### src/rtl/cgen_pkg.sv
// Shared definitions for the clock generator.
// Assumes: single clock domain; every "input period" is one source tick.
package cgen_pkg;

    // Edge events of the processor clock, valid on the clk_i cycle they occur.
    typedef struct packed {
        logic rise;
        logic fall;
    } cgen_evt_t;

    // Counter width needed for a divide ratio.
    function automatic int cnt_width(input int ratio);
        return (ratio > 2) ? $clog2(ratio) : 1;
    endfunction

endpackage

### src/rtl/cgen_clr_sync.sv
// Multi-stage synchronizer for the clear input. It shifts only on selected
// source ticks, so the stages behave like flops on the input clock.
// Assumes: STAGES >= 2.
module cgen_clr_sync #(
    parameter int STAGES = 2
) (
    input  logic clk_i,
    input  logic rst_ni,
    input  logic tick_i,
    input  logic clr_i,
    output logic clr_sync_o
);
    logic [STAGES-1:0] stg_q;

    // Shift the clear level one stage per selected tick.
    always_ff @(posedge clk_i) begin
        if (!rst_ni)
            stg_q <= '0;
        else if (tick_i)
            stg_q <= {stg_q[STAGES-2:0], clr_i};
    end

    assign clr_sync_o = stg_q[STAGES-1];


    sync_moves_on_tick_chk: assert property (@(posedge clk_i) disable iff (!rst_ni)
        !$stable(clr_sync_o) |-> $past(tick_i));

endmodule

### src/rtl/cgen_divider.sv
// Divide-by-N counter making the processor clock. It is high for one tick in
// each N. A synchronized clear freezes it in its last phase with the output
// low, so the next running tick starts a high phase.
// Assumes: DIV >= 3; tick_i is a one-cycle strobe.
module cgen_divider
    import cgen_pkg::*;
#(
    parameter int DIV = 3
) (
    input  logic      clk_i,
    input  logic      rst_ni,
    input  logic      tick_i,
    input  logic      hold_i,
    output logic      cpu_clk_o,
    output cgen_evt_t evt_o
);
    localparam int CW = cnt_width(DIV);
    localparam logic [CW-1:0] LAST = CW'(DIV - 1);

    logic [CW-1:0] cnt_q, cnt_nxt;
    logic          cpu_q;
    logic          run;

    // Next count and the edge events of this tick.
    always_comb begin
        run        = tick_i && !hold_i;
        cnt_nxt    = (cnt_q == LAST) ? '0 : cnt_q + 1'b1;
        evt_o.rise = run && (cnt_nxt == '0);
        evt_o.fall = run && cpu_q;
    end

    // Count on ticks; the clear forces the hold phase.
    always_ff @(posedge clk_i) begin
        if (!rst_ni) begin
            cnt_q <= LAST;
            cpu_q <= 1'b0;
        end else if (tick_i) begin
            if (hold_i) begin
                cnt_q <= LAST;
                cpu_q <= 1'b0;
            end else begin
                cnt_q <= cnt_nxt;
                cpu_q <= (cnt_nxt == '0);
            end
        end
    end

    assign cpu_clk_o = cpu_q;


    one_tick_high_chk: assert property (@(posedge clk_i) disable iff (!rst_ni)
        (tick_i && cpu_q) |=> !cpu_q);

    hold_low_chk: assert property (@(posedge clk_i) disable iff (!rst_ni)
        (tick_i && hold_i) |=> !cpu_clk_o);

    release_high_chk: assert property (@(posedge clk_i) disable iff (!rst_ni)
        (tick_i && !hold_i && $past(tick_i && hold_i)) |=> cpu_clk_o);

    out_moves_on_tick_chk: assert property (@(posedge clk_i) disable iff (!rst_ni)
        !$stable(cpu_clk_o) |-> $past(tick_i));

endmodule

### src/rtl/cgen_pclk.sv
// Peripheral clock: toggles on each processor-clock rise, giving half the
// processor rate at 50% duty. It is held low while the clear is active.
// Assumes: rise_i and hold_i are qualified with the selected tick.
module cgen_pclk (
    input  logic clk_i,
    input  logic rst_ni,
    input  logic rise_i,
    input  logic hold_i,
    output logic per_clk_o
);
    logic per_q;

    // Toggle on rises, force low on a held tick.
    always_ff @(posedge clk_i) begin
        if (!rst_ni)
            per_q <= 1'b0;
        else if (hold_i)
            per_q <= 1'b0;
        else if (rise_i)
            per_q <= !per_q;
    end

    assign per_clk_o = per_q;


    per_moves_on_rise_chk: assert property (@(posedge clk_i) disable iff (!rst_ni)
        !$stable(per_q) |-> $past(rise_i || hold_i));

endmodule

### src/rtl/cgen_rst_sync.sv
// Reset retiming: the request is registered every cycle, and the output
// loads that registered value only on a processor-clock fall event.
// Assumes: fall_i is a one-cycle strobe from the divider.
module cgen_rst_sync (
    input  logic clk_i,
    input  logic rst_ni,
    input  logic fall_i,
    input  logic req_i,
    output logic rst_o
);
    logic req_q, out_q;

    // Capture the request, then move it out on a fall.
    always_ff @(posedge clk_i) begin
        if (!rst_ni) begin
            req_q <= 1'b1;
            out_q <= 1'b1;
        end else begin
            req_q <= req_i;
            if (fall_i)
                out_q <= req_q;
        end
    end

    assign rst_o = out_q;


    rst_on_fall_chk: assert property (@(posedge clk_i) disable iff (!rst_ni)
        !$stable(rst_o) |-> $past(fall_i));

endmodule

### src/rtl/cgen_top.sv
// Clock generator top: source select, clear synchronizer, divider,
// peripheral clock and reset retiming.
// Assumes: src_sel_i changes only while rst_ni is low.
module cgen_top
    import cgen_pkg::*;
#(
    parameter int DIV        = 3,
    parameter int CLR_STAGES = 2
) (
    input  logic clk_i,
    input  logic rst_ni,
    input  logic src_sel_i,
    input  logic src_tick_a_i,
    input  logic src_tick_b_i,
    input  logic clr_i,
    input  logic rst_req_i,
    output logic cpu_clk_o,
    output logic per_clk_o,
    output logic rst_o
);
    logic      tick;
    logic      clr_sync;
    cgen_evt_t evt;

    // Pick the tick source.
    always_comb tick = src_sel_i ? src_tick_b_i : src_tick_a_i;

    cgen_clr_sync #(.STAGES(CLR_STAGES)) u_clr (
        .clk_i      (clk_i),
        .rst_ni     (rst_ni),
        .tick_i     (tick),
        .clr_i      (clr_i),
        .clr_sync_o (clr_sync)
    );

    cgen_divider #(.DIV(DIV)) u_div (
        .clk_i     (clk_i),
        .rst_ni    (rst_ni),
        .tick_i    (tick),
        .hold_i    (clr_sync),
        .cpu_clk_o (cpu_clk_o),
        .evt_o     (evt)
    );

    cgen_pclk u_pclk (
        .clk_i     (clk_i),
        .rst_ni    (rst_ni),
        .rise_i    (evt.rise),
        .hold_i    (tick && clr_sync),
        .per_clk_o (per_clk_o)
    );

    cgen_rst_sync u_rst (
        .clk_i  (clk_i),
        .rst_ni (rst_ni),
        .fall_i (evt.fall),
        .req_i  (rst_req_i),
        .rst_o  (rst_o)
    );


    idle_source_chk: assert property (@(posedge clk_i) disable iff (!rst_ni)
        !tick |=> $stable(cpu_clk_o) && $stable(per_clk_o));

endmodule

### config.mk
export PLATFORM = sky130hd
export DESIGN_NAME = cgen_top
export DESIGN_NICKNAME = d
export VERILOG_FILES = /design/src/rtl/cgen_pkg.sv /design/src/rtl/cgen_clr_sync.sv /design/src/rtl/cgen_divider.sv /design/src/rtl/cgen_pclk.sv /design/src/rtl/cgen_rst_sync.sv /design/src/rtl/cgen_top.sv
export SDC_FILE = /design/constraint.sdc
export NUM_CORES = 1
export LEC_CHECK = 0
export BUFFER_PORTS_ARGS = -buffer_cell sky130_fd_sc_hd__clkbuf_2
export CAP_MARGIN = 20
export CORE_AREA = 3 3 40 42
export CTS_BUF_LIST = sky130_fd_sc_hd__clkbuf_4
export CTS_CLUSTER_SIZE = 14
export DETAILED_ROUTE_END_ITERATION = 7
export DIE_AREA = 0 0 43 45
export PLACE_DENSITY = 0.57
export SYNTH_ARGS = -nofsm -noshare
export SYNTH_HDL_FRONTEND = slang
export SYNTH_SLANG_ARGS = --single-unit
### constraint.sdc
create_clock -name clk_i -period 1.5 [get_ports clk_i]
set_input_delay 0.3 -clock clk_i [delete_from_list [all_inputs] [get_ports clk_i]]
set_output_delay 0.3 -clock clk_i [all_outputs]
set_load 0.05 [all_outputs]
==> metrics list, run 1 <==
- Number of buffers added by the clock tree synthesis step: 3
- When the netlist entered floorplanning its net count stood at 40.
- The critical path goes through clkbuf_2.
- STA classifies the critical path startpoint as a register.
- Setup violators final: 0
- Beginning of the worst hold path: rst_req_i
- In this run, post-CTS repair resized a total of 0 instances.
- Clock-pin slew on the worst setup and hold paths: 50 ps
* Ports placed on the boundary: 10
* Pwr dens: 1170 nW/um^2
* Maximum root-to-sink buffer count: 2
- For the pin with the worst max-slew slack, the measured transition is 278 ps.
* Maximum number of pins on one net before global-route repair: 13
* Final hold vios: 0
- The largest single stage delay on the critical path is 350 ps.
* Startpoint of the most critical setup path: u_div.cpu_clk_o
- Commonest non-fill, non-tap cells in the layout: clkbuf_2 (9), dfxtp_1 (8), nor2b_1 (4)
- Final antenna-violating net count: 0
- On the critical path, the stage with the largest delay is an instance of dfxtp_1.
- Global-route wire length before repair: 917 um
- Num Clock Sinks: 8
- The library cell used most frequently in the layout, excluding fill and tap cells, is clkbuf_2.
- Number of pins exceeding their max-slew limit in the final report: 0
- The initial antenna violation count was 0.
- Category of cells accounting for the largest share of critical-path delay: flip-flops
* Depth of the worst register-to-register path: 2
* Final worst clock skew: 0.738 ps
* Routed vias/inst: 4.43
- The worst setup path is captured at a primary output.
- Share of layout cells above drive strength 1: 0.289
- Number of filler instances in the final layout: 138
- The detailed router finished its first iteration with 6 violations.
- Die Area: 1940 sq um
- Synthesis inferred 8 register bits.
- Synthesis instantiated 16 different standard cells from the library.
- Final critical-path share of the clock period: 0.790
- Port buffering added 9 buffers.
- The cell area that synthesis handed to floorplanning was 332 sq um.
- Worst slack at placement: 168 ps
- Ranked by total cell area, the synthesized netlist is headed by dfxtp_1 (48%), mux2i_1 (9.1%), nor2b_1 (7.5%).
- Cells after synthesis: 33
* Worst voltage drop across the vdd grid: 0.572 mV
- After detailed routing, the average wire length per cell comes to 9.00 um.
- Number of remaining DRC errors: 0
- CP arrival: 890 ps
- The tree is rooted in a clkbuf_4.
- Max-cap check violation count: 0
* Vias in the first global route: 222
- Relative max-transition margin: 0.815
- Gr ovfl total: 0
- Area grow syn2layout: 24.9%
- Endpoint of the worst register-to-register path: u_div.cnt_q[0]
- Of the post-synthesis cell area, the dominant cell type holds 0.483.
- TritonCTS clock tree: done
* ANT cells: 0
- The clock reaches the later pin of the worst-skew pair after 250 ps.
* Detailed Route WL: 540 um
- For this design, the CTS-stage hold fixing added 0 buffers.
* Required time at the endpoint of the critical path: 1200 ps
- Yosys top cell by area: dfxtp_1
* Outcome: finished, final reports clean
- The critical path ends at cpu_clk_o.
- The initial utilization of the core area, before any placement, comes to 0.258.
- CTS built an H-tree with a depth of 1.
- Die W: 43 um
- The number of buffers and inverters on the critical path is 1.
* Global placement routability congestion: 0.638
- For this run, the top clock speed supported by timing is 843 MHz.
- After floorplanning, the core was sized to cover 1280 sq um.
- The design draws 0.484 mW.
- Setup repair after global routing left no endpoint under its margin.
- Measured along the y axis, the die boundary spans 45 um.
- Multi-input gate area: 156 sq um
* Path length in cells of the critical path: 1
* Sequential element share of the synthesized area: 0.483
* Global Route Usage Sum: 0.0686
- Detailed routing inserted a total of 266 vias.
* Setup slack after layout: 314 ps
- Clock period minus worst slack: 1190 ps
- Count of warnings emitted by yosys: 0
- Final total negative setup slack: 0 ps
- Share of the core filled with cells in the final layout: 0.322
- The worst setup path is of the reg2out kind.
- Across the whole layout, storage elements account for 160 sq um.
* Post-layout net count: 54
- Slack of the worst reg-to-reg path: 390 ps
- Syn_area_per_cell: 10.0 sq um
- Beginning of the worst register-to-register path: u_clr.stg_q[1]
- Top fanout value on the critical path: 3
- Row generation in the floorplan step produced 13 rows.
* Post-CTS setup buffers: 0
* Worst min-delay path class: in2reg
- Detailed Routing Iterations Pass 1: 4
- Reported leakage power: 0.185 nW
## area by class of cell
type / count / area share
clock buffer: 3 / 0.0544
inverter: 1 / 0.00906
multi-input combinational: 23 / 0.378
sequential: 8 / 0.387
tap: 15 / 0.0453
timing repair buffer: 10 / 0.127
## worst min-delay path by stage
| stage | cells past startpoint | slack [ps] | to |
|---|---|---|---|
| 2_1_floorplan | 1 | 370 | u_rst.req_q |
| 6_report | 2 | 220 | u_rst.req_q |
| 3_3_place_gp | 2 | 460 | u_div.cnt_q[0] |
| 4_1_cts | 2 | 220 | u_rst.req_q |
| 5_1_grt | 2 | 230 | u_rst.req_q |
| 3_5_place_dp | 2 | 470 | u_div.cpu_clk_o |
## stage by stage
stage,hold WS [ps],cells,cell area [sq um]
after floorplan,373,33,332
after CTS,218,60,414
after detailed placement,469,57,392
final,224,60,414
after global placement,460,57,392
after global routing,230,60,414
## synth_stat cells
library cell / number
dfxtp_1: 8
nor2b_1: 4
mux2i_1: 3
o21ai_0: 3
a21boi_1: 2
nand2_1: 2
nand2b_1: 2
a21boi_0: 1
buf_6: 1
inv_1: 1
nor2_1: 1
nor3_1: 1
o311ai_0: 1
or3b_1: 1
or4_1: 1
or4b_1: 1
## power breakdown
part / leakage [nW] / internal [mW] / total, mW / switching, mW
clock: 0.0138 / 0.0915 / 0.163 / 0.0720
sequential: 0.0660 / 0.229 / 0.240 / 0.0111
combinational: 0.106 / 0.0327 / 0.0808 / 0.0481
total: 0.185 / 0.353 / 0.484 / 0.131
## logic make-up after synthesis
family                 count (synthesis)  share of synthesized area
buffers and inverters                  2                     0.0453
multiplexers                           3                     0.0906
flip-flops                             8                      0.483
AND/OR/NAND/NOR                       13                      0.241
AO/OA/AOI/OAI                          7                      0.140
## registers in the layout, summed over array words and instances (netlist names)
| register | flops |
|---|---|
| u_div.cnt_q | 2 |
| u_rst.req_q | 1 |
| u_pclk.per_clk_o | 1 |
| u_clr.stg_q | 2 |
| u_rst.rst_o | 1 |
| u_div.cpu_clk_o | 1 |
## metal layers
| layer | track usage | wire length [um] | vias up |
|---|---|---|---|
| li1 | - | - | 139 |
| met1 | 0.0831 | 238 | 117 |
| met2 | 0.0898 | 243 | 10 |
| met3 | 0.0598 | 58 | 0 |
| met4 | 0.0181 | 0 | 0 |
| met5 | 0 | 0 | - |
Note: power is estimated with default switching activity, not from simulation.
==> run 2: changes to the inputs <==
PLACE_DENSITY = 0.58   (was 0.57)
clock period = 1 ns   (was 1.5 ns; I/O delays follow)
==> metrics list, run 2 (synthesis gave the netlist of run 1 again) <==
- Outcome: finished, violations left
- The checks that failed: setup timing.
- The total leakage power is 0.245 nW (+32%).
- Number of pins exceeding their max-slew limit in the final report: 0 (unchanged)
- In the finished design, the share of the clock period the worst path needs comes to 1.03.
* Maximum root-to-sink buffer count: 2 (unchanged)
- Worst slack at placement: -240 ps (-409 ps)
- The number of nets with antenna violations after detailed routing came to 0 (unchanged).
- The number of top-level pins came to 10 (unchanged).
* Slack of the worst reg-to-reg path: -20 ps (-410 ps)
- The number of sinks handled by clock tree synthesis is 8 (unchanged).
- Count of buffers inserted at the top-level ports: 9 (unchanged)
* Maximum number of pins on one net before global-route repair: 9 (-4)
* Die Area: 1940 sq um (unchanged)
* Worst voltage drop across the vdd grid: 0.427 mV (-25%)
- The height of the die was 45 um (unchanged).
- Worst min-delay path class: in2reg
- Share of layout cells above drive strength 1: 0.472 (+0.183)
- The max-capacitance violation count came to 0 (unchanged).
* Final worst clock skew: 5.59 ps (+4.86 ps)
- Detailed Route WL: 606 um (+12%)
- Post-layout net count: 62 (+15%)
- Number of cell rows: 13 (unchanged)
- Routed vias/inst: 4.31 (-2.8%)
- Number of filler instances in the final layout: 135 (-2.2%)
* Final total negative setup slack: -51.6 ps (-51.6 ps)
- The wire length of the first global-routing pass was 1100 um (+20%).
* DR iter-0 viols: 0 (-6)
- Vias in the first global route: 278 (+25%)
* Count of hold buffers inserted by post-cts repair: 0 (unchanged)
* Global Route Usage Sum: 0.0810 (+0.0124)
* Setup slack after layout: -34.9 ps (-349 ps)
* Setup repair after global routing missed its margin: true
- The delay of the slowest cell on the worst path is 320 ps (-30 ps).
* Global placement routability congestion: 0.675 (+5.8%)
- The area of the core region was 1280 sq um (unchanged).
- Top fanout value on the critical path: 2 (-1)
- The setup-violating endpoint count in the final report was 3 (+3).
- Cells along the critical path: buf_6 -> clkbuf_16
* ANT cells: 0 (unchanged)
- Average routed wire per standard cell: 8.91 um (-0.98%)
- Most common library cell in the layout ignoring fill and taps: clkbuf_2
- Element type at the critical path start: register
- The initial antenna violation count came to 0 (unchanged).
* Required time at the endpoint of the critical path: 800 ps (-400 ps)
- Cell with the largest stage delay on the worst path: dfxtp_2
- Based on the critical path, the design can be clocked at up to 966 MHz.
- Leaving out fill and tap cells, the most frequent cells in the layout are clkbuf_2 (6), buf_6 (5), buf_4 (5), dfxtp_1 (5), nor2b_1 (4).
- Detailed placement HPWL: 438 um
- The area growth from synthesis to layout is 63.4%.
- Actual transition at the worst max-transition pin: 217 ps (-60.9 ps)
* Clock period minus worst slack: 1030 ps
* Number of remaining DRC errors: 0 (unchanged)
* Crit. End Element: primary output
- The largest registers in the layout are u_clr.stg_q: 2 flops, u_div.cnt_q: 2 flops.
- TritonCTS clock tree: done
- Final hold vios: 0 (unchanged)
- The effective utilization at floorplan was 0.258 (unchanged).
- Root Driver: clkbuf_4
- The number of levels the H-tree was split into is 1 (unchanged).
- Detailed Routing Iterations Pass 1: 1 (-3)
- CP arrival: 830 ps (-60 ps)
* Clock-pin slew on the worst setup and hold paths: 60 ps (about the same)
* Pwr dens: 1480 nW/um^2 (+27%)
- The clock buffer count from CTS is 3 (unchanged).
* Gr ovfl total: 0 (unchanged)
* Die W: 43 um (unchanged)
* Number of vias after detailed routing: 293 (+10%)
* Relative max-transition margin: 0.853 (+0.0375)
- The clock insertion delay at the later pin of the skew report is 250 ps (about the same).
- The critical path is of the reg2out type.
run 2: per-layer routing:
metal	global-route usage	up-vias	part of all wire
li1	-	158	-
met1	0.0803	130	0.46
met2	0.129	5	0.50
met3	0.0598	0	0.041
met4	0.0361	0	0
met5	0	-	0
run 2: path summary, 6_finish.rpt:
| check | from | end | cells past startpoint |
|---|---|---|---|
| worst min-delay path | rst_req_i | u_rst.req_q | 2 |
| worst max register to register | u_pclk.per_clk_o | u_pclk.per_clk_o | 2 |
| worst max-delay path | u_pclk.per_clk_o | per_clk_o | 2 |
| worst min register to register | u_div.cnt_q[0] | u_div.cnt_q[0] | 2 |
run 2: report_power, final:
part	internal (mW)	total (mW)	leakage, nW	switching [mW]
Combinational	0.114	0.200	0.164	0.0854
Sequential	0.342	0.361	0.0678	0.0184
Clock	0.137	0.241	0.0138	0.104
run 2: cell type report:
| type | instances | area, sq um | area share |
|---|---|---|---|
| Sequential cell | 8 | 169 | 0.312 |
| Multi-Input combinational cell | 23 | 164 | 0.303 |
| Timing Repair Buffer | 18 | 164 | 0.303 |
| Clock buffer | 3 | 22.5 | 0.0416 |
| Tap cell | 15 | 18.8 | 0.0346 |
| Inverter | 1 | 3.75 | 0.00693 |
run 2: worst max-delay path: cells and delay by family, from the launching register on:
family | cells | cell delay, ps
buffers and inverters | 2 | 270
DFF | 1 | 320
run 2: what timing repair did:
item                       4_1_cts  5_1_grt
setup endpoints to repair        5        8
pin swaps                        6        2
gates resized for setup         11        8
buffers inserted                 3        0
cloned                           0        0
run 2: through the flow:
step	utilization	std cells	hold WS, ps	total power [mW]	area [sq um]
after floorplan	-	33	273	0.459	334
after CTS	0.404	68	126	0.800	519
after global placement	0.336	62	382	0.510	432
after detailed placement	0.336	62	385	0.513	432
after global routing	0.422	68	130	0.865	542
final	0.422	68	133	0.801	542
